**src/rtl/mep_pkg.sv**
```systemverilog
package mep_pkg;
    localparam int NUM_EDGES = 8;
    localparam int NUM_SETS  = 3;

    typedef enum logic [1:0] {
        MODE_DIRECT     = 2'b00,
        MODE_MULTI      = 2'b01,
        MODE_ONCE       = 2'b10,
        MODE_DIRECT_ALT = 2'b11
    } load_mode_e;

    typedef enum logic [2:0] {
        ST_DIRECT,
        ST_ONCE,
        ST_SET3,
        ST_SET2,
        ST_SET1
    } seq_state_e;
endpackage

```
**src/rtl/mep_timebase.sv**
```systemverilog
module mep_timebase #(
    parameter int PRD   = 1999,
    parameter int POS_W = 12
) (
    input  logic             clk,
    input  logic             rst_n,
    output logic [POS_W-1:0] pos,
    output logic             prd_end
);
    localparam logic [POS_W-1:0] TOP  = POS_W'(PRD);
    localparam logic [POS_W-1:0] LAST = POS_W'(2 * PRD + 1);

    logic [POS_W-1:0] cnt;
    logic             up;

    always_ff @(posedge clk) begin
        if (!rst_n) begin
            cnt <= '0;
            up  <= 1'b1;
        end else if (up) begin
            if (cnt == TOP) up <= 1'b0;
            else            cnt <= cnt + 1'b1;
        end else begin
            if (cnt == '0)  up <= 1'b1;
            else            cnt <= cnt - 1'b1;
        end
    end

    assign pos     = up ? cnt : (LAST - cnt);
    assign prd_end = !up && (cnt == '0);
endmodule

```
**src/rtl/mep_seq_ctrl.sv**
```systemverilog
module mep_seq_ctrl
    import mep_pkg::*;
#(
    parameter int RPT_W = 4
) (
    input  logic             clk,
    input  logic             rst_n,
    input  logic             prd_end,
    input  logic [1:0]       mode,
    input  logic [RPT_W-1:0] rpt1,
    input  logic [RPT_W-1:0] rpt2,
    input  logic [RPT_W-1:0] rpt3,
    output logic             xfer_en,
    output logic [1:0]       xfer_sel,
    output logic             irq,
    output seq_state_e       state
);
    seq_state_e       nxt;
    logic [RPT_W-1:0] rep, rep_nxt, cur_rpt;
    logic             irq_nxt, want_multi, want_once;

    assign want_multi = (mode == MODE_MULTI);
    assign want_once  = (mode == MODE_ONCE);

    always_ff @(posedge clk) begin
        if (!rst_n) begin
            state <= ST_DIRECT;
            rep   <= '0;
            irq   <= 1'b0;
        end else begin
            state <= nxt;
            rep   <= rep_nxt;
            irq   <= irq_nxt;
        end
    end

    always_comb begin
        unique case (state)
            ST_SET2: cur_rpt = rpt2;
            ST_SET1: cur_rpt = rpt1;
            default: cur_rpt = rpt3;
        endcase
    end

    always_comb begin
        nxt      = state;
        rep_nxt  = rep;
        xfer_en  = 1'b0;
        xfer_sel = 2'd2;
        irq_nxt  = 1'b0;
        if (prd_end) begin
            unique case (state)
                ST_DIRECT, ST_ONCE: begin
                    rep_nxt = '0;
                    if (want_multi) begin
                        nxt     = ST_SET3;
                        xfer_en = 1'b1;
                    end else if (want_once) begin
                        nxt     = ST_ONCE;
                        xfer_en = 1'b1;
                    end else begin
                        nxt = ST_DIRECT;
                    end
                end
                ST_SET3, ST_SET2, ST_SET1: begin
                    if (!want_multi) begin
                        rep_nxt = '0;
                        xfer_en = want_once;
                        nxt     = want_once ? ST_ONCE : ST_DIRECT;
                    end else if (rep >= cur_rpt) begin
                        rep_nxt = '0;
                        xfer_en = 1'b1;
                        unique case (state)
                            ST_SET3: begin nxt = ST_SET2; xfer_sel = 2'd1; end
                            ST_SET2: begin nxt = ST_SET1; xfer_sel = 2'd0; end
                            default: begin nxt = ST_SET3; xfer_sel = 2'd2; irq_nxt = 1'b1; end
                        endcase
                    end else begin
                        rep_nxt = rep + 1'b1;
                    end
                end
                default: nxt = ST_DIRECT;
            endcase
        end
    end
endmodule

```
**src/rtl/mep_cmp_bank.sv**
```systemverilog
module mep_cmp_bank
    import mep_pkg::*;
#(
    parameter int NE    = NUM_EDGES,
    parameter int POS_W = 12,
    localparam int IDX_W = $clog2(NE)
) (
    input  logic                clk,
    input  logic                rst_n,
    input  logic                wr_en,
    input  logic [1:0]          wr_set,
    input  logic [IDX_W-1:0]    wr_idx,
    input  logic [POS_W-1:0]    wr_data,
    input  logic                xfer_en,
    input  logic [1:0]          xfer_sel,
    output logic [NE*POS_W-1:0] act_flat
);
    logic [POS_W-1:0] act [NE];
    logic [POS_W-1:0] shd [NUM_SETS][NE];

    always_ff @(posedge clk) begin
        if (!rst_n) begin
            for (int i = 0; i < NE; i++) begin
                act[i] <= '0;
                for (int s = 0; s < NUM_SETS; s++) shd[s][i] <= '0;
            end
        end else begin
            if (xfer_en) begin
                for (int i = 0; i < NE; i++) act[i] <= shd[xfer_sel][i];
            end else if (wr_en && wr_set == 2'd0) begin
                act[wr_idx] <= wr_data;
            end
            if (wr_en && wr_set != 2'd0) shd[wr_set - 2'd1][wr_idx] <= wr_data;
        end
    end

    for (genvar g = 0; g < NE; g++) begin : g_flat
        assign act_flat[g*POS_W +: POS_W] = act[g];
    end
endmodule

```
**src/rtl/mep_edge_out.sv**
```systemverilog
module mep_edge_out #(
    parameter int NE    = 8,
    parameter int POS_W = 12
) (
    input  logic                clk,
    input  logic                rst_n,
    input  logic                split,
    input  logic [POS_W-1:0]    pos,
    input  logic [NE*POS_W-1:0] act_flat,
    output logic                pwm_a,
    output logic                pwm_b
);
    localparam int HALF = NE / 2;

    logic [NE-1:0] hit;
    logic          na, nb;

    for (genvar g = 0; g < NE; g++) begin : g_hit
        assign hit[g] = (act_flat[g*POS_W +: POS_W] == pos);
    end

    always_comb begin
        na = (pos == '0) ? 1'b0 : pwm_a;
        nb = (pos == '0) ? 1'b0 : pwm_b;
        for (int i = 0; i < NE; i++) begin
            if (hit[i] && (!split || i < HALF)) na = ((i % 2) == 0);
            if (hit[i] && split && i >= HALF)   nb = ((i % 2) == 0);
        end
        if (!split) nb = 1'b0;
    end

    always_ff @(posedge clk) begin
        if (!rst_n) begin
            pwm_a <= 1'b0;
            pwm_b <= 1'b0;
        end else begin
            pwm_a <= na;
            pwm_b <= nb;
        end
    end
endmodule

```
**src/rtl/mep_stage.sv**
```systemverilog
module mep_stage
    import mep_pkg::*;
#(
    parameter int PRD   = 1999,
    parameter int RPT_W = 4,
    localparam int POS_W = $clog2(2 * (PRD + 1)),
    localparam int IDX_W = $clog2(NUM_EDGES)
) (
    input  logic             clk,
    input  logic             rst_n,
    input  logic             alloc_split,
    input  logic [1:0]       load_mode,
    input  logic             wr_en,
    input  logic [1:0]       wr_set,
    input  logic [IDX_W-1:0] wr_idx,
    input  logic [POS_W-1:0] wr_data,
    input  logic [RPT_W-1:0] rpt_set1,
    input  logic [RPT_W-1:0] rpt_set2,
    input  logic [RPT_W-1:0] rpt_set3,
    output logic             pwm_a,
    output logic             pwm_b,
    output logic             seq_irq
);
    logic [POS_W-1:0]           pos;
    logic                       prd_end, xfer_en;
    logic [1:0]                 xfer_sel;
    logic [NUM_EDGES*POS_W-1:0] act_flat;
    seq_state_e                 state;

    mep_timebase #(.PRD(PRD), .POS_W(POS_W)) u_tb (
        .clk(clk), .rst_n(rst_n), .pos(pos), .prd_end(prd_end)
    );

    mep_seq_ctrl #(.RPT_W(RPT_W)) u_seq (
        .clk(clk), .rst_n(rst_n), .prd_end(prd_end), .mode(load_mode),
        .rpt1(rpt_set1), .rpt2(rpt_set2), .rpt3(rpt_set3),
        .xfer_en(xfer_en), .xfer_sel(xfer_sel), .irq(seq_irq), .state(state)
    );

    mep_cmp_bank #(.NE(NUM_EDGES), .POS_W(POS_W)) u_bank (
        .clk(clk), .rst_n(rst_n), .wr_en(wr_en), .wr_set(wr_set),
        .wr_idx(wr_idx), .wr_data(wr_data), .xfer_en(xfer_en),
        .xfer_sel(xfer_sel), .act_flat(act_flat)
    );

    mep_edge_out #(.NE(NUM_EDGES), .POS_W(POS_W)) u_out (
        .clk(clk), .rst_n(rst_n), .split(alloc_split), .pos(pos),
        .act_flat(act_flat), .pwm_a(pwm_a), .pwm_b(pwm_b)
    );
endmodule

```
**config.mk**
```make
export PLATFORM = sky130hd
export DESIGN_NAME = mep_stage
export DESIGN_NICKNAME = d
export VERILOG_FILES = /design/src/rtl/mep_pkg.sv /design/src/rtl/mep_timebase.sv /design/src/rtl/mep_seq_ctrl.sv /design/src/rtl/mep_cmp_bank.sv /design/src/rtl/mep_edge_out.sv /design/src/rtl/mep_stage.sv
export SDC_FILE = /design/constraint.sdc
export NUM_CORES = 1
export LEC_CHECK = 0
export ABC_CLOCK_PERIOD_IN_PS = 4900
export BUFFER_PORTS_ARGS = -buffer_cell sky130_fd_sc_hd__buf_2
export CORE_UTILIZATION = 45
export DETAILED_ROUTE_END_ITERATION = 7
export SLEW_MARGIN = 25
export SYNTH_ARGS = -nofsm -noshare
export SYNTH_HDL_FRONTEND = slang
export SYNTH_SLANG_ARGS = --single-unit
export TNS_END_PERCENT = 10
```
**constraint.sdc**
```tcl
create_clock -name clk -period 4.9 [get_ports clk]
set_input_delay 0.49 -clock clk [delete_from_list [all_inputs] [get_ports clk]]
set_output_delay 0.49 -clock clk [all_outputs]
set_load 0.05 [all_outputs]
```
==> metrics <==
status complete, no violations; Seq pwr share 0.510; Starting Density 0.458; Gate Count Post-Synth between 1.5k and 2k; hold path start alloc_split; Via Count 14.4k; Die X 214 um; hold depth 2; worst slew pin tran 1.12 ns; end of the worst hold path u_out.pwm_b; post-synthesis sequential area ratio 0.591; Switching Share 0.227; Reg2Reg Depth 13; Num CTS Buffers 45; internal power roughly 0.0061 W; Yosys cell types between 70 and 80; Switch Pwr 0.00180 W; biggest area consumer among synthesized cells edfxtp_1; fin crit period 4.18 ns; # nets final 1707; Area Overhead vs Synth 11.6%; HP Class input port to flip-flop; clock power share 0.429; vias in the first global route about 14k; setup TNS 0 ns; Max stage delay on crit path about 0.6 ns; FMAX 0.239 GHz; Final ANT Viol Nets 0; Cell Chain, Critical Path nor2b_1, a22oi_1, o22a_1, nand2_1, ha_1, nand2b_1, a21o_1, a21o_1, a21oi_4, o221ai_2, buf_4, nand2_1, nand3_1; total gr overflow 0; 1st-pass router iterations 5; initial antenna violation count 2; WP data required ~5.0 ns; CTS tree done; vias per cell around 6.3; CP endpoint kind flip-flop; Mapped Area a little over 20000 um^2; RR Endpoint u_bank.act[1][0]; most common cell after layout, fill and taps aside edfxtp_1; setup bufs post-CTS 0; Rows between 70 and 80; pre-CTS setup slack 0.788 ns; CP startpoint kind flip-flop; cell family with most CP delay simple AND/OR/NAND/NOR gates; most frequent cells in the layout 384 x edfxtp_1, 309 x nor3_1, 98 x mux2i_1, 84 x buf_4, 73 x o22a_1; Register Area about 12000 um^2; post-synth net total roughly 1.7k; CTS Hold Bufs 0; gr usage total 0.254; die area 45900 um^2; area of the multi-input gates 7450 um^2; core area 44300 um^2; final std cells w/o fill approximately 2.3k; share of layout cells above drive strength 1 0.128; Clock Tree Buf Depth 3; dpl hpwl 36.1 mm; RSZ-0062 raised after global routing no; # clock sinks around 400; largest net degree at the start of global routing 73; async set-reset flop share out of synthesis 0; final WL 58.9 mm; DRC viols 0; relative slew slack 0.247; skew final 0.0281 ns; Synth warnings 0; H-tree levels 2; Final Setup Violations 0; fillers between 3k and 4k; Peak VDD IR between 0.0002 and 0.00025 V; EDFF count, synth 384; Finished Core Util 0.511; Post-Syn Area per Cell around 12 um^2; initial drt markers 1396; Critical Path AT ~4.3 ns; Synth top area share 0.569; total of max-cap violations 0; first-pass GRT wire length 87.8 mm; port buffer count 37; Fin. Hold Viols 0; Worst Path Buf+Inv 1; r2r setup slk between 0.7 and 0.8 ns; Cell Pwr Density 350 nW/um^2; Logic pwr share 0.061; critical path class flip-flop to flip-flop; Clock Root Buffer clkbuf_16; Top FF cell, synth edfxtp_1; flops & latches, synth ~400; Routability Congestion just over 0.8; fin. max-slew vios 0; Worst path slowest cell dfxtp_1; post-route setup slack slightly above 0.7 ns; P_leak between 7 and 8 nW; clk_lat worst skew between 0.5 and 0.6 ns; post-route clock period utilization 0.854; ranking of synthesized cells by area edfxtp_1 57%, nor3_1 7.6%, mux2i_1 4.8%; placed cells approximately 2.2k; Worst Path Max Fanout 16; post-CTS sizing 0; per-cell routed wire length approximately 26 um; IO Pins 38; Die H ~210 um; clk slew on worst S/H paths about 0.06 ns; worst r2r src u_seq.state[1]
## synth_stat cells, drive strengths merged, types with 7 or more instances
master / count
nand4: 9
nand3: 32
a21o: 10
o22ai: 27
nor4: 31
nor3: 310
xnor2: 45
dfxtp: 23
o31a: 24
o2bb2ai: 72
buf: 36
nand2: 25
nand3b: 7
edfxtp: 384
a21oi: 24
a31oi: 9
mux2i: 98
nor2: 24
clkinv: 12
o22a: 73
xor2: 67
a22oi: 9
inv: 14
clkbuf: 147
ha: 19
o21ai: 58
## cell type report
cell class                      count  share of cell area
Antenna cell                        1            0.000111
Inverter                           26             0.00442
Clock inverter                     25              0.0113
Sequential cell                   407               0.530
Clock buffer                       54              0.0535
Timing Repair Buffer              124              0.0387
Tap cell                          592              0.0327
Multi-Input combinational cell   1048               0.329
## sequential cells by signal (all words and copies together) (netlist names)
name	flops
u_bank.shd	288
u_bank.act	96
u_tb.cnt	12
u_seq.rep	4
u_seq.state	3
u_out.pwm_a	1
u_out.pwm_b	1
u_seq.irq	1
u_tb.up	1
## stage by stage
| step | cell area [um^2] | hold WS [ns] | total power (W) |
|---|---|---|---|
| finish | 22600 | 0.198 | 0.00792 |
| global route | 22600 | 0.200 | 0.00812 |
| CTS | 22600 | 0.175 | 0.00795 |
| detailed placement | 21200 | 0.506 | 0.00459 |
| global placement | 21200 | 0.494 | 0.00458 |
| floorplan | 20300 | 0.477 | 0.00437 |
## metal layers
layer / vias to the layer above / share of wire / track usage
met2: 637 / 0.47 / 0.410
met5: - / 0.00017 / 0
met3: 136 / 0.079 / 0.0399
met4: 2 / 0.033 / 0.0974
met1: 7150 / 0.42 / 0.346
li1: 6437 / - / -
## kinds of logic (layout without fill, tap and decap cells)
logic type | count (synthesis) | after routing | synth area share
and+or+nand+nor | 473 | 473 | 0.121
DFF | 407 | 407 | 0.591
AOI/OAI and AO/OA | 342 | 342 | 0.131
buffers and inverters | 209 | 229 | 0.0431
xor gates and xnor gates | 115 | 115 | 0.0530
muxes | 98 | 98 | 0.0484
adders and majority gates | 20 | 20 | 0.0127
other | 0 | 1 | 0
## power groups by stage
stage               combinational, W  clock [W]  sequential [W]
floorplan                   0.000276          0         0.00410
global placement            0.000471          0         0.00410
detailed placement          0.000477          0         0.00411
CTS                         0.000479    0.00343         0.00404
global route                0.000513    0.00355         0.00405
finish                      0.000483    0.00340         0.00404
## how the worst max path moves through the flow
| stage | slack [ns] | end | cells after the start | startpoint |
|---|---|---|---|---|
| 2_1_floorplan | 1.29 | u_bank.act[7][0] | 15 | u_seq.state[0] |
| 3_3_place_gp | 0.84 | u_bank.act[1][1] | 13 | u_seq.state[1] |
| 3_5_place_dp | 0.79 | u_bank.act[1][2] | 13 | u_seq.state[1] |
| 4_1_cts | 0.77 | u_bank.act[1][0] | 13 | u_seq.state[1] |
| 5_1_grt | 0.46 | u_bank.act[0][9] | 13 | u_seq.state[1] |
| 6_report | 0.72 | u_bank.act[1][0] | 13 | u_seq.state[1] |
Note: power is estimated with default switching activity, not from simulation.
